==> config.mk <==
export PLATFORM = sky130hd
export DESIGN_NAME = xfer_count_engine
export DESIGN_NICKNAME = d
export VERILOG_FILES = /design/src/rtl/xce_pkg.sv /design/src/rtl/xce_count_regs.sv /design/src/rtl/xce_len_clamp.sv /design/src/rtl/xfer_count_engine.sv
export SDC_FILE = /design/constraint.sdc
export NUM_CORES = 1
export LEC_CHECK = 0
export BUFFER_PORTS_ARGS = -buffer_cell sky130_fd_sc_hd__buf_2
export CORE_UTILIZATION = 66
export DETAILED_ROUTE_END_ITERATION = 7
export PLACE_DENSITY = 0.88
export SLEW_MARGIN = 30
export SYNTH_ARGS = -nofsm -noshare
export SYNTH_HDL_FRONTEND = slang
export SYNTH_SLANG_ARGS = --single-unit
==> constraint.sdc <==
create_clock -name clk -period 10.7 [get_ports clk]
set_input_delay 1.07 -clock clk [delete_from_list [all_inputs] [get_ports clk]]
set_output_delay 1.07 -clock clk [all_outputs]
set_load 0.05 [all_outputs]
==> src/rtl/xce_pkg.sv <==
package xce_pkg;
    // transfer command in the low seven bits of a command code
    localparam logic [6:0] OP_XFER    = 7'h10;
    // interrupt reason codes
    localparam logic [7:0] REASON_BUS = 8'h10;
    localparam logic [7:0] REASON_CAP = 8'h18;
    // phase code posted when the target ends the command
    localparam logic [2:0] PH_STATUS  = 3'd3;
endpackage

==> src/rtl/xce_count_regs.sv <==
module xce_count_regs #(
    parameter int BYTE_W = 8
) (
    input  logic                  clk,
    input  logic                  rst_n,
    input  logic                  lo_wr,
    input  logic                  mid_wr,
    input  logic [BYTE_W-1:0]     wdata,
    input  logic                  reload,
    input  logic                  clear,
    output logic [2*BYTE_W-1:0]   rd_cnt,
    output logic [2*BYTE_W:0]     wr_len
);
    localparam int CNT_W = 2 * BYTE_W;

    typedef struct packed {
        logic [BYTE_W-1:0] lo;
        logic [BYTE_W-1:0] mid;
        logic [CNT_W-1:0]  rd;
    } cnt_t;

    cnt_t q, d;
    logic [CNT_W-1:0] written;

    assign written = {q.mid, q.lo};

    always_comb begin
        d = q;
        if (lo_wr)  d.lo = wdata;
        if (mid_wr) d.mid = wdata;
        if (reload)     d.rd = written;
        else if (clear) d.rd = '0;
    end

    always_ff @(posedge clk or negedge rst_n) begin
        if (!rst_n) q <= '0;
        else        q <= d;
    end

    assign rd_cnt = q.rd;
    // an all-zero count stands for the full range
    assign wr_len = (written == '0) ? {1'b1, {CNT_W{1'b0}}} : {1'b0, written};
endmodule

==> src/rtl/xce_len_clamp.sv <==
module xce_len_clamp #(
    parameter int LEN_W   = 17,
    parameter int PHASE_W = 24,
    parameter int CAP_LEN = 32
) (
    input  logic [LEN_W-1:0]   req_len,
    input  logic [PHASE_W-1:0] phase,
    input  logic               capture,
    output logic [LEN_W-1:0]   eff_len
);
    logic [PHASE_W-1:0] mag;
    logic [PHASE_W-1:0] lim;
    logic [PHASE_W-1:0] ext_len;

    always_comb begin
        mag     = phase[PHASE_W-1] ? (~phase + 1'b1) : phase;
        lim     = capture ? PHASE_W'(CAP_LEN) : mag;
        ext_len = PHASE_W'(req_len);
        eff_len = (ext_len < lim) ? req_len : LEN_W'(lim);
    end
endmodule

==> src/rtl/xfer_count_engine.sv <==
module xfer_count_engine #(
    parameter int BYTE_W  = 8,
    parameter int PHASE_W = 24,
    parameter int CAP_LEN = 32
) (
    input  logic                 clk,
    input  logic                 rst_n,
    input  logic                 cnt_lo_wr,
    input  logic                 cnt_mid_wr,
    input  logic [BYTE_W-1:0]    cnt_wdata,
    input  logic                 cmd_valid,
    input  logic [7:0]           cmd_code,
    input  logic                 capture_mode,
    input  logic [PHASE_W-1:0]   phase_size,
    input  logic                 tgt_offer,
    input  logic [2*BYTE_W:0]    tgt_len,
    input  logic                 tgt_done,
    input  logic                 mem_gnt,
    input  logic                 irq_ack,
    output logic                 mem_req,
    output logic [2*BYTE_W:0]    mem_len,
    output logic                 mem_store,
    output logic [2*BYTE_W-1:0]  cnt_rd,
    output logic [7:0]           stat_o,
    output logic [7:0]           reason_o,
    output logic                 irq_o,
    output logic                 busy_o
);
    import xce_pkg::*;

    localparam int CNT_W = 2 * BYTE_W;
    localparam int LEN_W = CNT_W + 1;

    typedef struct packed {
        logic               busy;
        logic               capture;
        logic               to_tgt;
        logic               req;
        logic               tc;
        logic               irq;
        logic [2:0]         ph;
        logic [7:0]         reason;
        logic [LEN_W-1:0]   left;
        logic [LEN_W-1:0]   avail;
        logic [LEN_W-1:0]   chunk;
        logic [PHASE_W-1:0] phase;
    } eng_t;

    eng_t q, d;

    logic               fin;
    logic [7:0]         fin_reason;
    logic               start;
    logic               reload;
    logic [LEN_W-1:0]   wr_len;
    logic [LEN_W-1:0]   eff_len;
    logic [LEN_W-1:0]   avail_now;
    logic [LEN_W-1:0]   left_new;
    logic [LEN_W-1:0]   avail_new;
    logic [PHASE_W-1:0] phase_new;
    logic [PHASE_W-1:0] chunk_ext;

    assign reload = cmd_valid && cmd_code[7];
    assign start  = reload && (cmd_code[6:0] == OP_XFER) && !q.busy;

    xce_count_regs #(.BYTE_W(BYTE_W)) u_cnt (
        .clk    (clk),
        .rst_n  (rst_n),
        .lo_wr  (cnt_lo_wr),
        .mid_wr (cnt_mid_wr),
        .wdata  (cnt_wdata),
        .reload (reload),
        .clear  (fin),
        .rd_cnt (cnt_rd),
        .wr_len (wr_len)
    );

    xce_len_clamp #(.LEN_W(LEN_W), .PHASE_W(PHASE_W), .CAP_LEN(CAP_LEN)) u_clamp (
        .req_len (wr_len),
        .phase   (phase_size),
        .capture (capture_mode),
        .eff_len (eff_len)
    );

    assign chunk_ext = PHASE_W'(q.chunk);
    // a fresh offer is taken only while no chunk is in flight
    assign avail_now = (tgt_offer && !q.req) ? tgt_len : q.avail;

    always_comb begin
        d          = q;
        fin        = 1'b0;
        fin_reason = REASON_BUS;
        left_new   = q.left - q.chunk;
        avail_new  = q.avail - q.chunk;
        phase_new  = q.to_tgt ? (q.phase + chunk_ext) : (q.phase - chunk_ext);

        if (cnt_lo_wr || cnt_mid_wr) d.tc = 1'b0;
        if (irq_ack)                 d.irq = 1'b0;
        d.avail = avail_now;

        if (tgt_done) begin
            d.left  = '0;
            d.avail = '0;
            d.phase = '0;
            d.ph    = PH_STATUS;
            fin     = 1'b1;
        end else if (start) begin
            d.busy    = 1'b1;
            d.tc      = 1'b0;
            d.capture = capture_mode;
            d.to_tgt  = phase_size[PHASE_W-1];
            d.phase   = phase_size;
            d.left    = eff_len;
            d.req     = 1'b0;
        end else if (q.busy) begin
            if (q.req) begin
                if (mem_gnt) begin
                    d.req = 1'b0;
                    if (q.capture) begin
                        d.left     = '0;
                        fin        = 1'b1;
                        fin_reason = REASON_CAP;
                    end else begin
                        d.left  = left_new;
                        d.avail = avail_new;
                        d.phase = phase_new;
                        if (avail_new != '0) begin
                            fin = 1'b1;
                        end else if (!q.to_tgt && (left_new == '0) &&
                                     !phase_new[PHASE_W-1] && (phase_new != '0)) begin
                            fin = 1'b1;
                        end
                    end
                end
            end else if (q.capture) begin
                d.req   = 1'b1;
                d.chunk = q.left;
            end else if (avail_now != '0) begin
                if (q.left == '0) begin
                    fin = 1'b1;
                end else begin
                    d.req   = 1'b1;
                    d.chunk = (q.left < avail_now) ? q.left : avail_now;
                end
            end
        end

        if (fin) begin
            d.busy   = 1'b0;
            d.req    = 1'b0;
            d.tc     = 1'b1;
            d.irq    = 1'b1;
            d.reason = fin_reason;
        end
    end

    always_ff @(posedge clk or negedge rst_n) begin
        if (!rst_n) q <= '0;
        else        q <= d;
    end

    assign mem_req   = q.req;
    assign mem_len   = q.chunk;
    assign mem_store = !q.to_tgt && !q.capture;
    assign stat_o    = {q.irq, 2'b00, q.tc, 1'b0, q.ph};
    assign reason_o  = q.reason;
    assign irq_o     = q.irq;
    assign busy_o    = q.busy;
endmodule

# Yosys cells after proc, flatten, opt, wreduce, memory -nomap -nowiden
# Index checks and enable logic that the tools add are counted.
totals:
  regBits: 122
  latch_bits: 0
  ramBits: 0
  romBits: 0
  output_inout_bits: 53
  elab_cells: 121
  memories: 0
op_classes:
  addsub: 5
  mul: 0
  div_mod_pow: 0
  order_cmp: 2
  n_eq_ne: 4
  n_shift: 0
  mux: 57
  bitwise_logic: 4
  reduce_logical: 34
op_table:
  columns: ["op", "n"]
  rows:
  - ["24-bit two-way mux", 8]
  - ["17-bit two-way mux", 11]
  - ["34-bit two-way mux", 4]
  - ["75-bit two-way mux", 1]
  - ["17-bit zero test", 2]
  - ["17-bit nonzero test", 2]
  - ["17-bit subtractor", 2]
  - ["16-bit two-way mux", 2]
  - ["24-bit by 1-bit adder with 24-bit output (second input constant)", 1]
  - ["24-bit by 17-bit adder with 24-bit output", 1]
  - ["17-bit by 24-bit < comparator with 1-bit output", 1]
  - ["4-bit two-way mux", 6]
  - ["24-bit NOT", 1]
  - ["24-bit nonzero test", 1]
  - ["24-bit by 17-bit subtractor with 24-bit output", 1]
  - ["1-bit two-way mux", 22]
  - ["17-bit < comparator", 1]
  - ["16-bit zero test", 1]
  - ["3-bit nonzero test", 4]
  - ["1-bit logical AND", 8]
  - ["2-bit nonzero test", 4]
  - ["7-bit by 5-bit == test with 1-bit output (second input constant)", 1]
  - ["3-bit two-way mux", 2]
  - ["2-bit AND reduction", 3]
  - ["other kinds (10)", 16]

# Depth between registers and ports, before layout
# Gate-level depths: netlist of the first run.
logic_depth:
  word_depth: 15
  mapped_depth: 22

# By module
# Synthesis of the first run repeated with hierarchy kept, for this count alone.
hier_totals:
  hier_cells: 1321
  hier_area_um2: 11283.3
modules_own_cells:
  columns: ["module", "instances", "cells_each", "area_each_um2", "seq_area_each_um2"]
  rows:
  - ["xfer_count_engine", 1, 1007, 8416.8, 2102.0]
  - ["xce_len_clamp", 1, 207, 1462.7, 0.0]
  - ["xce_count_regs", 1, 107, 1403.8, 800.8]

# Least setup slack after synthesis of the first run
# No wires, ideal clock.
synth_path:
  kind: "input to register"
  start: "input phase_size[6]"
  end: "register q[72] (netlist bit)"
  setup_time_ps: 131
  arrival_ps: 4601
  required_time_ps: 10569
  slack_ps: 5968
  cell_stages: 19
  n_path_buf: 2
  path_cell_list: "or4_4 -> or3_1 -> o21ai_0 -> xor2_1 -> nor2_1 -> inv_1 -> ha_1 -> a21o_1 -> a21o_1 -> a21o_1 -> a211oi_1 -> o21ai_1 -> a211oi_2 -> nor3_2 -> and2_4 -> buf_6 -> buf_6 -> a222oi_1 -> nand2_1"
synth_between:
  elab_chain_len: 8
synth_rtl:
  columns: ["element", "line", "source"]
  rows:
  - ["start: declaration", "xfer_count_engine.sv:14", "input logic [PHASE_W-1:0] phase_size,"]
  - ["24-bit NOT", "xce_len_clamp.sv:16", "mag = phase[PHASE_W-1] ? (~phase + 1'b1) : phase;"]
  - ["24-bit by 1-bit adder with 24-bit output", "xce_len_clamp.sv:16", null]
  - ["24-bit two-way mux (*)", "xce_len_clamp.sv:16", null]
  - ["24-bit two-way mux (*)", "xce_len_clamp.sv:17", "lim = capture ? PHASE_W'(CAP_LEN) : mag;"]
  - ["17-bit by 24-bit < comparator with 1-bit output", "xce_len_clamp.sv:19", "eff_len = (ext_len < lim) ? req_len : LEN_W'(lim);"]
  - ["17-bit two-way mux (*)", "xce_len_clamp.sv:19", null]
  - ["17-bit two-way mux (*)", "xfer_count_engine.sv:107", "end else if (start) begin"]
  - ["34-bit two-way mux (*)", "xfer_count_engine.sv:101", "if (tgt_done) begin"]
  - ["end signal: assignment", "xfer_count_engine.sv:158", "if (!rst_n) q <= '0;"]
  - ["end signal: assignment", "xfer_count_engine.sv:159", "else q <= d;"]
  - ["end: declaration", "xfer_count_engine.sv:49", "eng_t q, d;"]
# Mark *: on every way between the ends. The rest lies on a longest branch, timed or not.
# A chain may end at the register's enable or synchronous reset.

# Worst setup path after layout of the first run
layout_path:
  start: "register q (netlist bit mem_len[1])"
  end: "register u_cnt.q (netlist bit u_cnt.rd_cnt[7])"
layout_between:
  elab_chain_len: 14
layout_rtl:
  columns: ["element", "line", "source"]
  rows:
  - ["branches (longest 6 deep; another with 24-bit by 17-bit subtractor with 24-bit output)", null, null]
  - ["1-bit two-way mux (*)", "xfer_count_engine.sv:127", "if (avail_new != '0) begin"]
  - ["1-bit two-way mux (*)", "xfer_count_engine.sv:119", "if (q.capture) begin"]
  - ["1-bit two-way mux (*)", "xfer_count_engine.sv:117", "if (mem_gnt) begin"]
  - ["1-bit two-way mux (*)", "xfer_count_engine.sv:116", "if (q.req) begin"]
  - ["1-bit two-way mux (*)", "xfer_count_engine.sv:115", "end else if (q.busy) begin"]
  - ["1-bit two-way mux (*)", "xfer_count_engine.sv:107", null]
  - ["1-bit two-way mux (*)", "xfer_count_engine.sv:101", null]
  - ["2-bit nonzero test (no source line) (*)", null, null]
  - ["end signal: assignment", "xce_count_regs.sv:36", "if (!rst_n) q <= '0;"]
  - ["end signal: assignment", "xce_count_regs.sv:37", "else q <= d;"]
  - ["end: declaration", "xce_count_regs.sv:22", "cnt_t q, d;"]
# Every way passes the cells marked *.

==> run summary, run 1 <==
The run finished, with violations left. The final reports fail on DRC. The final-layout setup total negative slack came out at 0 ps. The mean area per synthesized cell came out at 8.25 µm². The shortest clock period the worst path allows after layout is 5320 ps. The die covers around 17,000 µm². After floorplanning, the core was divided into 46 placement rows. In this run the remaining antenna-violating nets after routing total 0. The number of endpoints failing setup at the final stage is 0. Setup repair after global routing left no endpoint under its margin.

Entering global routing, the biggest net connects 63 pins. The count of hold-fix buffers inserted at cts came out at 0. In this run the critical register-to-register path is captured at u_cnt.rd_cnt[7].

The fraction of post-synthesis cell area in the top cell type by area is a little over a quarter. The number of max-slew violations in the final report is 0. The total track usage is 40.7%. The number of antenna diodes is 0. The worst setup path is captured at a flip-flop.

The H-tree level count came out at 4. Among the stages of the critical path, the cell type that occurs most often is sky130_fd_sc_hd__a211oi_1. The later pin in the worst-skew pair is clocked with a latency of roughly 440 ps. The clock transition at the registers of the reported paths is 60 ps.

From synthesis to final layout, the design area changed by 7.54%. The area inside the core boundary is 16,100 µm². The final setup slack of the worst path is approximately 5400 ps. The startpoint type of the worst setup path is a flip-flop. The most common cell in the synthesized netlist is sky130_fd_sc_hd__nor2_1. The cell area after layout is 11,800 µm². The count of cells along the worst register-to-register path is 15. The maximum root-to-sink buffer count is 2. The pre-CTS setup slack is 5420 ps. The total iterations of the first detailed-routing run came out at 8. Of the available clock period, the critical path in the final layout requires 49.7%.

TritonCTS built the clock tree. Power spread over the standard cell area amounts to about 110 nW/µm². For this run, the top clock speed supported by timing is 0.188 GHz. The sum of overflow across all layers after global routing came out at 0. After synthesis, the cell types taking the most area are sky130_fd_sc_hd__dfrtp_1 26%, sky130_fd_sc_hd__ha_1 11%, sky130_fd_sc_hd__nor2_1 4.4%. The largest individual stage delay along the critical path comes from the cell sky130_fd_sc_hd__a211o_1. The critical path runs through a total of 15 cells. The global-route wire length before repair came out at 53,000 µm. The endpoint required time on the critical path came out at between 10,000 and 15,000 ps. The share of the core filled with cells in the final layout is roughly 73%.

In this design, the stage delay of the slowest critical-path cell is 630 ps. The iteration-0 DRC count of the detailed router came out at 1,606. The post-synthesis sequential element count came out at 116. Walking the worst path, the cells encountered are inv_1 > and4_1 > a31oi_1 > xnor2_1 > ha_1 > a21oi_1 > and2_1 > a211oi_1 > o2111a_1 > a211oi_1 > nor4_1 > nand4_1 > a211oi_1 > a211o_1 > a31o_1. The worst pin sits at a relative slew slack of 35.4%. The final-layout worst hold slack came out at 466 ps. The sequential-to-total area share from yosys stat came out at 26.5%. The width of the chip came out at 131 µm.

The via density per instance came out at 7.06. The share of layout cells above drive strength 1 is 14.2%. The setup path with the least slack is of type reg -> reg. The number of different library cells used by synthesis comes to between 80 and 90. Counting every instance in the synthesized netlist gives 1,328. The count of warnings emitted by yosys came out at 0. In this run the worst hold path is classified as reg -> reg. The synthesized design spends more area on one cell type than any other, namely sky130_fd_sc_hd__dfrtp_1. The reported max-cap violation count is 0. At the end of routability-driven placement, the weighted congestion stood at about 1.0. The half-perimeter wire length after placement is 24,500 µm. IR analysis of the VDD net gives a maximum drop of 0.000123 V. The number of clock sinks seen by CTS is 116. The actual transition at the worst max-transition pin is 969 ps. The number of setup buffers added after CTS is 0. Among all flip-flop cells after synthesis, the most frequent one is sky130_fd_sc_hd__dfrtp_1. The net count of the finished layout is 1,500.

Counting instances in the post-synthesis netlist gives the leading cell types as 127 x sky130_fd_sc_hd__nor2_1, 116 x sky130_fd_sc_hd__dfrtp_1, 103 x sky130_fd_sc_hd__nand2_1, 92 x sky130_fd_sc_hd__ha_1, 74 x sky130_fd_sc_hd__a21oi_1. The y dimension of the die came out at 131 µm. The worst setup path startpoint is mem_len[1].

The critical path endpoint is u_cnt.rd_cnt[7]. Once the floorplan was initialized, standard cells occupied 68.2% of the core. The number of flops mapped to enable cells by yosys is 0. The data arrival time at the worst-slack endpoint came out at 5690 ps. Buffers inserted during clock tree synthesis total 17. In this run the worst path has a maximum fanout of 19. The startpoint identified for the worst register-to-register timing path is mem_len[1]. The total number of vias came out at roughly 11k.

The mapped cell area is 11,000 µm². The detailed-route wire length is 34,000 µm. In this run the register-to-register setup slack is 5380 ps. The count of buffer and inverter cells on the critical path is 1.

The initial antenna violation count came out at 0. The tree is rooted in a sky130_fd_sc_hd__clkbuf_16. The count of port buffers added during placement came out at 109.

The number of hold-slack violations in the final timing report was 0. The worst-case clock skew came out at approximately 10 ps. The residual DRC count is 5. The via count of the first global-routing pass is a little over 10k. The number of gates resized after CTS was 0. For this run, asynchronously set or reset flops after synthesis account for 100%. The cell area after placement is 11,200 µm². The reported leakage power came out at 5.55 nW. The detailed-route wire length per cell is 21.7 µm. The cell family contributing the most delay on the critical path is compound AO/OA/AOI/OAI gates. 120 I/O pins were placed.
==> state kept, by name, indices dropped and copies added, names as in the netlist, 2 cells and up <==
name	count
u_cnt.rd_cnt	16
q	60
reason_o	2
mem_len	17
u_cnt.q	16
stat_o	2
==> cells in the final DEF, fill, tap and decap left out, types with 28 or more instances in the layout <==
cell type                  instances
sky130_fd_sc_hd__nand3_1          28
sky130_fd_sc_hd__xnor2_1          40
sky130_fd_sc_hd__buf_2           108
sky130_fd_sc_hd__a21oi_1          74
sky130_fd_sc_hd__nor2_1          127
sky130_fd_sc_hd__xor2_1           36
sky130_fd_sc_hd__a211oi_1         31
sky130_fd_sc_hd__ha_1             92
sky130_fd_sc_hd__inv_1            56
sky130_fd_sc_hd__nand2_1         102
sky130_fd_sc_hd__o21ai_0          44
sky130_fd_sc_hd__dfrtp_1         116
==> worst min path at each step <==
stage,startpoint,endpoint,slack [ps],cells past startpoint
final,reason_o[4],reason_o[4],470,1
after global routing,reason_o[4],reason_o[4],490,1
after CTS,reason_o[4],reason_o[4],470,1
after detailed placement,reason_o[4],reason_o[4],450,1
after global placement,reason_o[4],reason_o[4],450,1
after floorplan,reason_o[4],reason_o[4],440,1
==> routing by layer <==
| metal | global-route usage [%] | share of wire (%) | vias to the layer above |
|---|---|---|---|
| met2 | 62.5 | 44 | 836 |
| met1 | 51.4 | 38 | 5148 |
| met5 | 0 | 0 | - |
| met3 | 7.53 | 11 | 211 |
| met4 | 30.0 | 7.3 | 0 |
| li1 | - | - | 4865 |
==> area by class of cell <==
type	count	area, µm²
multi-input cells	1029	7160
well taps	216	270
flip-flops and latches	116	2900
repair buffers	117	608
inverters	57	214
clock inverters	8	123
fillers	1134	4280
clock buffers	23	498
==> logic make-up after synthesis <==
kind of cell / count (synthesis) / synth area share, %
AND/OR/NAND/NOR: 430 / 19.8
XOR/XNOR: 76 / 6.08
adder cells (fa/ha/maj): 95 / 11.1
multiplexers: 44 / 4.27
flip-flops: 116 / 26.5
buffers and inverters: 192 / 8.50
AO/OA/AOI/OAI: 374 / 23.8
other: 1 / 0.0342
==> per-stage QoR <==
| step | cells | total power, mW |
|---|---|---|
| 6_report | 1566 | 1.35 |
| 5_1_grt | 1566 | 1.38 |
| 4_1_cts | 1566 | 1.33 |
| 3_5_place_dp | 1535 | 0.734 |
| 3_3_place_gp | 1535 | 0.726 |
| 2_1_floorplan | 1337 | 0.667 |
==> power breakdown <==
part           internal (mW)  total, mW  switching (mW)
clock network          0.395      0.610           0.215
logic                 0.0926      0.261           0.169
registers              0.456      0.477          0.0211
total                  0.943       1.35           0.405
Note: power is estimated with default switching activity, not from simulation.
==> inputs of run 2 (changes only) <==
--- a/config.mk
+++ b/config.mk
@@ -6,9 +6,9 @@
 export NUM_CORES = 1
 export LEC_CHECK = 0
 export BUFFER_PORTS_ARGS = -buffer_cell sky130_fd_sc_hd__buf_2
-export CORE_UTILIZATION = 66
+export CORE_UTILIZATION = 55
 export DETAILED_ROUTE_END_ITERATION = 7
-export PLACE_DENSITY = 0.88
+export PLACE_DENSITY = 0.78
 export SLEW_MARGIN = 30
 export SYNTH_ARGS = -nofsm -noshare
 export SYNTH_HDL_FRONTEND = slang
==> constraint.sdc (replaced) <==
create_clock -name clk -period 4.4 [get_ports clk]
set_input_delay 0.44 -clock clk [delete_from_list [all_inputs] [get_ports clk]]
set_output_delay 0.44 -clock clk [all_outputs]
set_load 0.05 [all_outputs]
==> run summary, run 2 (synthesis gave the netlist of run 1 again) <==
The flow ran to the end, and the final reports show no timing, DRC or antenna violations. The library cell used most frequently in the layout, excluding fill and tap cells, is sky130_fd_sc_hd__nor2_1. The number of placed instances with taps included came out at 1,642 (+7.0%).

The count of port buffers added during placement is 109 (unchanged). The worst-case clock skew was 6.63 ps (-3.30 ps). The maximum number of pins on one net before global-route repair was 46 (-27%). The die area is 20,500 µm² (+20%). The highest metal layer carrying signal wires in the routed design is met4. The initial antenna violation count came out at 0 (unchanged). The final-layout worst hold slack is 22.9 ps (-443 ps). The share of layout cells above drive strength 1 came out at 20.2% (+6.0 points). The number of clock sinks seen by CTS is 116 (unchanged). The area inside the core boundary is 19,500 µm² (+21%). The final weighted congestion of routability-driven global placement is 0.980 (-5.6%).

The share of the core filled with cells in the final layout is 64.3% (-9.1 points). The family with the most delay on the worst path is compound AO/OA/AOI/OAI gates. The critical path depth in cells is 20 (+5). The remaining number of nets flagged by the antenna check after routing is 0 (unchanged).

The flip-flop count of the largest register, all copies and words added came to 60 (unchanged). The pre-CTS setup slack is -42.0 ps (-5460 ps). The achievable frequency is 0.234 GHz (+24%).

The detailed-route wire length came out at 34,800 µm (+2.4%). The number of max-slew violations in the final report came to 0 (unchanged). The H-tree level count is 4 (unchanged). The final-layout setup total negative slack came out at 0 ps (unchanged). The sum of overflow across all layers after global routing is 0 (unchanged).

The signal on the critical path passes through inv_1 > ha_2 > nand2_1 > nor2_1 > buf_4 > and3_1 > a31oi_1 > xor2_1 > ha_1 > a21oi_2 > o21ai_2 > o31ai_4 > a31oi_4 > xnor2_2 > nor4b_2 > and4_1 > a211oi_2 > a211o_1 > buf_12 > a31o_1. The reported max-cap violation count came out at 0 (unchanged). The via count of the first global-routing pass came out at 9,992 (-3.0%). The largest vdd supply drop came out at 0.000278 V (+130%). The worst setup path is of the reg -> reg kind. The iteration-0 DRC count of the detailed router was 1,049 (-35%).

The area growth from synthesis to layout is 14.2%. The cell sitting at the root of the clock tree is a sky130_fd_sc_hd__clkbuf_16. Leaving out fill and tap cells, the most frequent cells in the layout are 125 x sky130_fd_sc_hd__nor2_1, 116 x sky130_fd_sc_hd__dfrtp_1, 108 x sky130_fd_sc_hd__buf_2, 102 x sky130_fd_sc_hd__nand2_1, 88 x sky130_fd_sc_hd__ha_1. The detailed route wirelength on metal3 is 2530 µm (-32%).

The via density per instance is 6.36 (-9.9%). The clock network latency to the later pin of the worst-skew pair is 430 ps (about the same). The number of buffers created by CTS is 17 (unchanged). The tightest min-delay check is of the in -> async type. The final cell count without fillers is 1,679 (+7.2%).

The highest cell delay on the worst timing path is 350 ps (-280 ps). The I/O pin count is 120 (unchanged). The number of hold-slack violations in the final timing report came out at 0 (unchanged). STA classifies the critical path endpoint as a flip-flop. The global-route wire length before repair came out at 53,800 µm (+1.5%). The part of the cycle the worst path needs came out at 97.2% (+47 points). The detailed-route wire length per cell was 20.7 µm (-4.5%). The count of cells along the worst register-to-register path is 20 (+5). The y dimension of the die is 143 µm (+9.4%).

TritonCTS built the clock tree. The worst setup path is launched from a flip-flop. The residual DRC count is 0 (-5). The largest fanout on the critical path is 19 (unchanged). The actual transition at the worst max-transition pin came to 983 ps (+14.3 ps). For this design, the slowest cell found on the critical path is sky130_fd_sc_hd__dfrtp_1. The number of antenna diodes was 0 (unchanged). The count of buffer and inverter cells on the critical path came out at 3 (+2). The endpoint required time on the critical path is 4710 ps (-6360 ps). The register with the highest flop count is q. The met2 layer wire length in the routed design came out at 15,800 µm (+6.1%). The number of endpoints failing setup at the final stage is 0 (unchanged). The total iterations of the first detailed-routing run is 5 (-3).

The total chip power came out at 3.33 mW (+150%). The data arrival time at the worst-slack endpoint is 4590 ps (-1100 ps). The half-perimeter wire length after placement came out at 26,600 µm (+8.3%). The final setup slack of the worst path came out at 123 ps (-5260 ps). The cell area after layout came out at 12,500 µm² (+6.2%).

The maximum root-to-sink buffer count came out at 2 (unchanged). The clock transition at the registers of the reported paths is 60 ps (about the same). The total power density per cell area came out at 266 nW/µm² (+130%). The remaining max-slew budget at the tightest pin came out at 34.3% (-1.1 points). The total routed wire length on the met1 layer came out at 14,800 µm (+15%). The reported leakage power came out at 5.90 nW (+6.2%). The total number of vias came to 10.7k (-3.4%). The starting density of the core is 56.3% (-12 points).

The width of the chip is 143 µm (+9.4%). The shortest clock period the worst path allows after layout came to 4280 ps (-1040 ps). The number of placement rows was 51 (+11%). The net count of the finished layout is 1,563 (+4.2%).

The cell area after placement came out at 11,700 µm² (+4.5%). The total track usage is 34.6% (-6.1 points).
run 2: worst register-to-register path, delay by kind of cell, from the launching register on:
kind	cells	cell delay, ps
and+or+nand+nor	5	890
AOI/OAI and AO/OA	8	1540
xor gates and xnor gates	2	460
adders and majority gates	2	520
buffers and inverters	3	400
DFF	1	350
run 2: layout make-up:
cell class / count / area, µm²
multi-input combinational: 1029 / 7320
timing repair buffer: 180 / 1090
clock inverter: 12 / 178
sequential: 116 / 2900
clock buffer: 20 / 467
fill: 1665 / 6960
tap: 265 / 332
inverter: 57 / 214
run 2: per-layer routing:
metal  up-vias  track usage (%)
met4         0             18.0
met3       102             6.04
met1      5112             45.2
met2       495             54.8
met5         -                0
li1       4972                -
run 2: what timing repair did:
action                     in CTS  in global routing
buffers inserted                0                  5
resized for setup               0                 37
setup endpoints to repair       0                 21
hold buffers                    0                  0
run 2: path summary, 6_finish.rpt:
path / startpoint / to / slack [ps]
worst max register to register: mem_len[0] / u_cnt.rd_cnt[1] / 120
worst min register to register: reason_o[4] / reason_o[4] / 460
worst min-delay path: rst_n / q[48] / 20
max in group asynchronous: rst_n / q[18] / 3420
min in group clk: irq_ack / irq_o / 180
worst max-delay path: mem_len[0] / u_cnt.rd_cnt[1] / 120
run 2: report_power, final:
group | switching (mW) | leakage (nW) | internal, mW
sequential | 0.0472 | 1.54 | 1.11
clock | 0.535 | 0.304 | 0.991
combinational | 0.411 | 4.05 | 0.239
